==> src/rtl/ctm_pkg.sv <==
package ctm_pkg;

    localparam int HW_W  = 16;
    localparam int CNT_W = HW_W;
    localparam int PRE_W = 10;

    localparam int CB_RATE_LO = 0;
    localparam int CB_RATE_HI = 1;
    localparam int CB_CHAIN   = 2;
    localparam int CB_IRQ     = 6;
    localparam int CB_RUN     = 7;

    typedef enum logic [1:0] {
        RATE_1    = 2'd0,
        RATE_64   = 2'd1,
        RATE_256  = 2'd2,
        RATE_1024 = 2'd3
    } rate_e;

    typedef struct packed {
        logic  run;
        logic  irq_en;
        logic  chain;
        rate_e rate;
    } ctrl_t;

    typedef struct packed {
        logic            rl_we;
        logic [HW_W-1:0] rl_data;
        logic            ct_we;
        logic [HW_W-1:0] ct_data;
    } chan_wr_t;

    function automatic ctrl_t ctrl_decode(input logic [HW_W-1:0] hw);
        ctrl_t c;
        c.run    = hw[CB_RUN];
        c.irq_en = hw[CB_IRQ];
        c.chain  = hw[CB_CHAIN];
        c.rate   = rate_e'(hw[CB_RATE_HI:CB_RATE_LO]);
        return c;
    endfunction

    function automatic logic [HW_W-1:0] ctrl_encode(input ctrl_t c);
        logic [HW_W-1:0] hw;
        hw = '0;
        hw[CB_RUN]                = c.run;
        hw[CB_IRQ]                = c.irq_en;
        hw[CB_CHAIN]              = c.chain;
        hw[CB_RATE_HI:CB_RATE_LO] = c.rate;
        return hw;
    endfunction

    // Last prescaler value before a step: divisor minus one.
    function automatic logic [PRE_W-1:0] rate_last(input rate_e r);
        logic [PRE_W-1:0] v;
        unique case (r)
            RATE_1:    v = PRE_W'(0);
            RATE_64:   v = PRE_W'(63);
            RATE_256:  v = PRE_W'(255);
            default:   v = PRE_W'(1023);
        endcase
        return v;
    endfunction

endpackage

==> src/rtl/ctm_prescale.sv <==
module ctm_prescale
    import ctm_pkg::*;
(
    input  logic  clk,
    input  logic  rst,
    input  logic  clear,
    input  logic  active,
    input  rate_e rate,
    output logic  tick
);

    logic [PRE_W-1:0] div_q;
    logic [PRE_W-1:0] last;

    assign last = rate_last(rate);
    // ">=" keeps a mid-run switch to a faster rate from skipping a wrap
    assign tick = active && (div_q >= last);

    always_ff @(posedge clk) begin
        if (rst || clear || !active) begin
            div_q <= '0;
        end else if (tick) begin
            div_q <= '0;
        end else begin
            div_q <= div_q + PRE_W'(1);
        end
    end

endmodule

==> src/rtl/ctm_channel.sv <==
module ctm_channel
    import ctm_pkg::*;
(
    input  logic             clk,
    input  logic             rst,
    input  chan_wr_t         wr,
    input  logic             carry_in,
    output logic [CNT_W-1:0] cnt_o,
    output ctrl_t            ctrl_o,
    output logic             wrap_o
);

    ctrl_t            ctrl_q;
    ctrl_t            ctrl_new;
    logic [CNT_W-1:0] cnt_q;
    logic [CNT_W-1:0] reload_q;
    logic [CNT_W-1:0] start_val;
    logic             start;
    logic             pre_tick;
    logic             step;
    logic             wrap;

    assign ctrl_new  = ctrl_decode(wr.ct_data);
    assign start     = wr.ct_we && !ctrl_q.run && ctrl_new.run;
    // word writes place the reload ahead of control
    assign start_val = wr.rl_we ? wr.rl_data : reload_q;

    ctm_prescale u_pre (
        .clk    (clk),
        .rst    (rst),
        .clear  (start),
        .active (ctrl_q.run && !ctrl_q.chain),
        .rate   (ctrl_q.rate),
        .tick   (pre_tick)
    );

    assign step = ctrl_q.run && (ctrl_q.chain ? carry_in : pre_tick);
    assign wrap = step && (cnt_q == {CNT_W{1'b1}});

    always_ff @(posedge clk) begin
        if (rst) begin
            ctrl_q   <= '0;
            cnt_q    <= '0;
            reload_q <= '0;
        end else begin
            if (wr.rl_we) begin
                reload_q <= wr.rl_data;
            end
            if (wr.ct_we) begin
                ctrl_q <= ctrl_new;
            end
            if (start) begin
                cnt_q <= start_val;
            end else if (wrap) begin
                cnt_q <= reload_q;
            end else if (step) begin
                cnt_q <= cnt_q + CNT_W'(1);
            end
        end
    end

    assign cnt_o  = cnt_q;
    assign ctrl_o = ctrl_q;
    assign wrap_o = wrap;

endmodule

==> src/rtl/ctm_regif.sv <==
module ctm_regif
    import ctm_pkg::*;
#(
    parameter  int NUM_CH = 4,
    localparam int HA_W   = $clog2(NUM_CH) + 1,
    localparam int CH_W   = HA_W - 1,
    localparam int BUS_W  = 2 * HW_W
) (
    input  logic                         bus_wr,
    input  logic                         bus_word,
    input  logic [HA_W-1:0]              bus_addr,
    input  logic [BUS_W-1:0]             bus_wdata,
    input  logic [NUM_CH-1:0][CNT_W-1:0] cnt_all,
    input  ctrl_t [NUM_CH-1:0]           ctrl_all,
    output chan_wr_t [NUM_CH-1:0]        wr_all,
    output logic [BUS_W-1:0]             bus_rdata
);

    logic [CH_W-1:0] ch_idx;
    logic            hi_half;

    assign ch_idx  = bus_addr[HA_W-1:1];
    assign hi_half = bus_addr[0];

    always_comb begin
        for (int i = 0; i < NUM_CH; i++) begin
            logic sel;
            sel = bus_wr && (ch_idx == CH_W'(i));
            wr_all[i].rl_we   = sel && (bus_word || !hi_half);
            wr_all[i].rl_data = bus_wdata[HW_W-1:0];
            wr_all[i].ct_we   = sel && (bus_word || hi_half);
            wr_all[i].ct_data = bus_word ? bus_wdata[BUS_W-1:HW_W]
                                         : bus_wdata[HW_W-1:0];
        end
    end

    always_comb begin
        bus_rdata = '0;
        for (int i = 0; i < NUM_CH; i++) begin
            if (ch_idx == CH_W'(i)) begin
                if (bus_word) begin
                    bus_rdata = {ctrl_encode(ctrl_all[i]), cnt_all[i]};
                end else if (hi_half) begin
                    bus_rdata = {{HW_W{1'b0}}, ctrl_encode(ctrl_all[i])};
                end else begin
                    bus_rdata = {{HW_W{1'b0}}, cnt_all[i]};
                end
            end
        end
    end

endmodule

==> src/rtl/casc_timer_bank.sv <==
module casc_timer_bank
    import ctm_pkg::*;
#(
    parameter  int NUM_CH = 4,
    localparam int HA_W   = $clog2(NUM_CH) + 1,
    localparam int BUS_W  = 2 * HW_W
) (
    input  logic              clk,
    input  logic              rst,
    input  logic              bus_wr,
    input  logic              bus_word,
    input  logic [HA_W-1:0]   bus_addr,
    input  logic [BUS_W-1:0]  bus_wdata,
    output logic [BUS_W-1:0]  bus_rdata,
    output logic [NUM_CH-1:0] irq
);

    chan_wr_t [NUM_CH-1:0]        wr_all;
    logic [NUM_CH-1:0][CNT_W-1:0] cnt_all;
    ctrl_t [NUM_CH-1:0]           ctrl_all;
    logic [NUM_CH-1:0]            wrap_all;
    logic [NUM_CH-1:0]            carry_all;
    logic [NUM_CH-1:0]            irq_en_vec;
    logic [NUM_CH-1:0]            irq_q;

    ctm_regif #(.NUM_CH(NUM_CH)) u_regif (
        .bus_wr    (bus_wr),
        .bus_word  (bus_word),
        .bus_addr  (bus_addr),
        .bus_wdata (bus_wdata),
        .cnt_all   (cnt_all),
        .ctrl_all  (ctrl_all),
        .wr_all    (wr_all),
        .bus_rdata (bus_rdata)
    );

    for (genvar i = 0; i < NUM_CH; i++) begin : g_ch
        if (i == 0) begin : g_bottom
            assign carry_all[i] = 1'b0;
        end else begin : g_linked
            assign carry_all[i] = wrap_all[i-1];
        end

        assign irq_en_vec[i] = ctrl_all[i].irq_en;

        ctm_channel u_ch (
            .clk      (clk),
            .rst      (rst),
            .wr       (wr_all[i]),
            .carry_in (carry_all[i]),
            .cnt_o    (cnt_all[i]),
            .ctrl_o   (ctrl_all[i]),
            .wrap_o   (wrap_all[i])
        );
    end

    always_ff @(posedge clk) begin
        if (rst) begin
            irq_q <= '0;
        end else begin
            irq_q <= wrap_all & irq_en_vec;
        end
    end

    assign irq = irq_q;

endmodule

==> config.mk <==
export PLATFORM = sky130hd
export DESIGN_NAME = casc_timer_bank
export DESIGN_NICKNAME = d
export VERILOG_FILES = /design/src/rtl/ctm_pkg.sv /design/src/rtl/ctm_prescale.sv /design/src/rtl/ctm_channel.sv /design/src/rtl/ctm_regif.sv /design/src/rtl/casc_timer_bank.sv
export SDC_FILE = /design/constraint.sdc
export NUM_CORES = 1
export LEC_CHECK = 0
export BUFFER_PORTS_ARGS = -buffer_cell sky130_fd_sc_hd__buf_2
export CAP_MARGIN = 5
export CORE_MARGIN = 3
export CORE_UTILIZATION = 58
export CTS_BUF_LIST = sky130_fd_sc_hd__clkbuf_4
export DETAILED_ROUTE_END_ITERATION = 10
export PLACE_DENSITY_LB_ADDON = 0.12
export SLEW_MARGIN = 20
export SYNTH_ARGS = -nofsm -noshare
export SYNTH_HDL_FRONTEND = slang
export SYNTH_HIERARCHICAL = 1
export SYNTH_SLANG_ARGS = --single-unit
==> constraint.sdc <==
create_clock -name clk -period 4.2 [get_ports clk]
set_clock_uncertainty 0.1 [all_clocks]
set_input_delay 0.84 -clock clk [delete_from_list [all_inputs] [get_ports clk]]
set_output_delay 0.84 -clock clk [all_outputs]
set_load 0.1 [all_outputs]
==> impl_metrics.toml, run 1 <==
[flow_run]
maxCapViolations = 0

[sta]
hold_violations = 0
fmax_ghz = 0.249
hold_slack_ps = 409
slew_headroom = 0.317
maxSlewViolCount = 0
period_share = 0.957
setup_viol_count_final = 0
min_period_ps = 4020
tightest_slew_ps = 1020

[logic_synthesis]
synthesis.area_mm2 = 0.0124
synth_cells = 1332
synth_area_per_cell_um2 = 9.28
yosysWarnings = 6

[setup_path]
r2r-start = "g_ch[0].u_ch/ctrl_o[1]$_SDFFE_PP0P_"
critPathMaxFanout = 5
start_kind = "flip-flop"
cp-end-kind = "flip-flop"
reg2regPathDepth = 20
r2r_end = "g_ch[3].u_ch/cnt_o[15]$_SDFFE_PP0P_"
worst-setup-path-type = "reg -> reg"
critical_path_arrival_ps = 4450
crit_required_ps = 4630
r2r_setup_slack_ps = 180

[clock_tree]
cts_tree = "done"
root_buffer = "clkbuf_4"
max-clock-path-buffers = 2
clkSinkCount = 192
worstSkewPairLatency_ps = 600
path_clk_slew_ps = 160
cts_buffers = 17
htree_levels = 4
cts_hold_buffers = 0

[place]
finalWeightedCongestion = 0.987
portBuffers = 52
place_area_mm2 = 0.0124
dp.cells = 1549
detailed_place_hpwl_um = 25200

[pwr]
power_leakage_nw = 4.33
ir_drop_v = 0.000202
powerDensity_mw_per_mm2 = 263

[min_path]
hold_start = "g_ch[0].u_ch/reload_q[13]$_SDFF_PP0_"
hp-class = "reg -> reg"
worstHoldEndpoint = "g_ch[0].u_ch/cnt_o[13]$_SDFFE_PP0P_"
min_path_cells = 2

[detailed_routing]
wl_per_cell_um = 22.6
dr.pass1.iters = 6
drc = 0
ant_nets = 0
drt_iter0_markers = 946
via_count = 10300
wirelength_um = 35800
vias_per_cell = 6.47

[status]
status = "completed"

[floorplanning]
io_pins = 75
initial_core_util = 0.601
die_y_um = 152
dieArea_mm2 = 0.0231
coreArea_mm2 = 0.0206
rows = 52
die_width_um = 152

[grt]
grt_overflow = 0
track_usage = 0.301
grt_pass1_wl_um = 55700
grt_max_degree = 51
grt_pass1_vias = 9767
antenna_found_initial = 2

[finish]
stdcell_count = 1584
nets = 1388
layout-drive-gt1-share = 0.212
syn2layout_area_growth_pct = 3.53
final_area_mm2 = 0.0128
-- layout by cell type, fill, tap and decap left out, types with 40 or more instances in the layout --
| cell | instances |
|---|---|
| buf_2 | 48 |
| buf_4 | 58 |
| dfxtp_1 | 191 |
| ha_1 | 48 |
| mux2i_1 | 95 |
| nand2_1 | 55 |
| nand3_1 | 44 |
| nor2_1 | 102 |
| o2bb2ai_1 | 56 |
| xnor2_1 | 40 |
-- where the power goes --
group / switching (mW) / total [mW] / internal, mW
Sequential: 0.0314 / 1.88 / 1.85
Clock: 0.690 / 1.05 / 0.362
Combinational: 0.295 / 0.426 / 0.132
Total: 1.02 / 3.36 / 2.34
-- worst max-delay path: stages (launching register included) --
cell      delay (ps)
dfxtp_2          360
or2_2            330
ha_1             270
nand2b_1         150
a21oi_2          150
o31ai_2           90
o21a_1           180
mux2_2           300
nand2_2          120
nor2_4            50
mux2_2           300
nand2_1          120
nor2_2            60
mux2_4           290
nand2_2          110
nor2_4            60
mux2_4           310
a21oi_4          180
buf_6            140
a22oi_1           80
o22ai_1          190
-- per-stage QoR --
step                      total power [mW]  utilization  setup slack (ps)  setup TNS [ps]
after global placement                2.33        0.603              70.8               0
after floorplan                       2.28            -              64.1               0
after CTS                             3.37        0.617              23.6               0
final                                 3.36        0.622               181               0
after detailed placement              2.33        0.603             -10.5           -13.2
after global routing                  3.48        0.622             -29.0           -29.5
-- metal layers --
| layer | track usage | share of wire |
|---|---|---|
| met5 | 0 | 0.00036 |
| met4 | 0.101 | 0.032 |
| met3 | 0.0660 | 0.082 |
| met2 | 0.474 | 0.45 |
| met1 | 0.411 | 0.43 |
-- state kept, by name (all words and copies together) (netlist names) --
register	cells
g_ch.u_ch/cnt_o	64
g_ch.u_ch/ctrl_o	20
g_ch.u_ch/reload_q	64
g_ch.u_ch/u_pre/div_q	40
irq	4
-- worst max-delay path by stage --
stage / startpoint / end / slack (ps)
floorplan: g_ch[0].u_ch/ctrl_o[1]$_SDFFE_PP0P_ / g_ch[3].u_ch/cnt_o[12]$_SDFFE_PP0P_ / 60
global placement: g_ch[0].u_ch/ctrl_o[1]$_SDFFE_PP0P_ / g_ch[3].u_ch/cnt_o[8]$_SDFFE_PP0P_ / 70
detailed placement: g_ch[0].u_ch/ctrl_o[1]$_SDFFE_PP0P_ / g_ch[3].u_ch/cnt_o[8]$_SDFFE_PP0P_ / -10
CTS: g_ch[0].u_ch/ctrl_o[1]$_SDFFE_PP0P_ / g_ch[3].u_ch/cnt_o[8]$_SDFFE_PP0P_ / 20
global route: g_ch[0].u_ch/ctrl_o[1]$_SDFFE_PP0P_ / g_ch[3].u_ch/cnt_o[9]$_SDFFE_PP0P_ / -30
finish: g_ch[0].u_ch/ctrl_o[1]$_SDFFE_PP0P_ / g_ch[3].u_ch/cnt_o[15]$_SDFFE_PP0P_ / 180
-- final cells by class --
class | count | area [um^2]
Fill cell | 1822 | 7770
Multi-Input combinational cell | 945 | 7410
Sequential cell | 192 | 3840
Timing Repair Buffer | 113 | 790
Tap cell | 270 | 338
Clock inverter | 14 | 155
Clock buffer | 17 | 128
Inverter | 32 | 123
Antenna cell | 1 | 2.50
-- timing repair --
action                                  4_1_cts  5_1_grt
buffers inserted                              0        2
endpoints found under the hold margin         0        0
pin swaps                                     0        5
cloned                                        0        1
endpoints found under the setup margin        6       16
resized for setup                             1       19
(Power assumes the default switching activity.)
==> run 2: changes to the inputs <==
--- a/config.mk
+++ b/config.mk
@@ -5,6 +5,7 @@
 export SDC_FILE = /design/constraint.sdc
 export NUM_CORES = 1
 export LEC_CHECK = 0
+export ABC_AREA = 1
 export BUFFER_PORTS_ARGS = -buffer_cell sky130_fd_sc_hd__buf_2
 export CAP_MARGIN = 5
 export CORE_MARGIN = 3
==> impl_metrics.toml, run 2 <==
[setup_path]
critPathMaxFanout = 5
critical_path_arrival_ps = 4330
start_kind = "flip-flop"
worstPathBufferInverterCount = 9
cp-end-kind = "flip-flop"
worst-setup-path-type = "reg -> reg"
crit_top_cell = "nand2_2"
cpPeakStageDelay_ps = 410
crit_required_ps = 4630
crit_family = "simple AND/OR/NAND/NOR gates"
cp_slowest_cell = "dfxtp_4"

[detailed_routing]
drt_iter0_markers = 1036
dr.pass1.iters = 5
via_count = 12400
wl_per_cell_um = 16.0
ant_nets = 0
drc = 0
wirelength_um = 36300
vias_per_cell = 5.50

[logic_synthesis]
synth_area_per_cell_um2 = 6.92
yosysWarnings = 6
synthesis.area_mm2 = 0.0136
synth_cells = 1969

[clock_tree]
root_buffer = "clkbuf_4"
clkSinkCount = 192
worstSkewPairLatency_ps = 590
max-clock-path-buffers = 2
htree_levels = 4
path_clk_slew_ps = 170
cts_tree = "done"
cts_buffers = 17

[sta]
hold_slack_ps = 355
slew_headroom = 0.417
min_period_ps = 3890
setup_viol_count_final = 0
fmax_ghz = 0.257
period_share = 0.927
hold_violations = 0
setup_ws_ps = 307
tightest_slew_ps = 871
maxSlewViolCount = 0

[grt]
antenna_found_initial = 1
grt_overflow = 0
grt_pass1_wl_um = 58400
use_met1 = 0.377
use_met2 = 0.440
grt_pass1_vias = 11600
grt_busiest_layer = "met2"
grtUsageMet3 = 0.0499
grt_max_degree = 66
track_usage = 0.280

[floorplanning]
dieArea_mm2 = 0.0254
coreArea_mm2 = 0.0228
die_y_um = 159
die_width_um = 159
io_pins = 75
rows = 55
initial_core_util = 0.597

[finish]
layout-drive-gt1-share = 0.170
nets = 2023
fillCellCount = 2244
final_common_cell = "nand2_1"
multi_input_area_mm2 = 0.00778
final_cell_mix = "348 x nand2_1, 248 x inv_1, 219 x nor2_1"
syn2layout_area_growth_pct = 2.29
seq_area_mm2 = 0.00385

[pwr]
power_leakage_nw = 5.45
total_power_mw = 3.29
ir_drop_v = 0.000177
powerDensity_mw_per_mm2 = 236

[min_path]
hp-class = "reg -> reg"

[place]
detailed_place_hpwl_um = 26100
place_ws_ps = 17.8
finalWeightedCongestion = 0.916
portBuffers = 52

[status]
status = "completed"

[flow_run]
maxCapViolations = 0
-- run 2: worst paths after layout --
path	from	to	slack, ps	depth (start not counted)
worst min register to register	g_ch[2].u_ch/ctrl_o[3]$_SDFFE_PP0P_	irq[2]$_SDFF_PP0_	360	2
worst max-delay path	g_ch[0].u_ch/ctrl_o[1]$_SDFFE_PP0P_	g_ch[3].u_ch/cnt_o[10]$_SDFFE_PP0P_	310	36
worst max register to register	g_ch[0].u_ch/ctrl_o[1]$_SDFFE_PP0P_	g_ch[3].u_ch/cnt_o[10]$_SDFFE_PP0P_	310	36
worst min-delay path	g_ch[2].u_ch/ctrl_o[3]$_SDFFE_PP0P_	irq[2]$_SDFF_PP0_	360	2
-- run 2: area by class of cell --
class,count,share of cell area
tap,313,0.0281
inverter,282,0.0775
clock inverter,13,0.00637
multi-input combinational,1350,0.558
sequential,192,0.276
clock buffer,19,0.0102
antenna,1,0.000179
timing repair buffer,93,0.0433
-- run 2: report_power, final --
group	internal (mW)	total, mW	switching, mW
registers	1.85	1.87	0.0201
clock network	0.245	0.919	0.675
logic	0.115	0.500	0.385
total	2.21	3.29	1.08
-- run 2: repair_timing --
item,4_1_cts,5_1_grt
gates resized for setup,1,36
endpoints found under the setup margin,7,25
setup buffers,0,6
pin swaps,0,10
hold buffers,0,0
cloned,0,1
-- run 2: metrics by stage --
step / instance area (um^2) / setup TNS, ps / cells / util
3_5_place_dp: 13500 / 0 / 2223 / 0.591
5_1_grt: 13900 / -421 / 2263 / 0.610
4_1_cts: 13700 / 0 / 2255 / 0.602
2_1_floorplan: 13700 / 0 / 1979 / -
6_report: 13900 / 0 / 2263 / 0.610
3_3_place_gp: 13500 / 0 / 2223 / 0.591
-- run 2: worst min-delay path, stage by stage, from the launching register on --
cell and delay [ps]:
dfxtp_1 360, nand2_1 60, nor2_1 30
-- run 2: layer usage --
metal,part of all wire,wire length [um]
met5,0,0
met1,0.44,16000
met3,0.074,2680
met4,0.040,1440
met2,0.44,16100
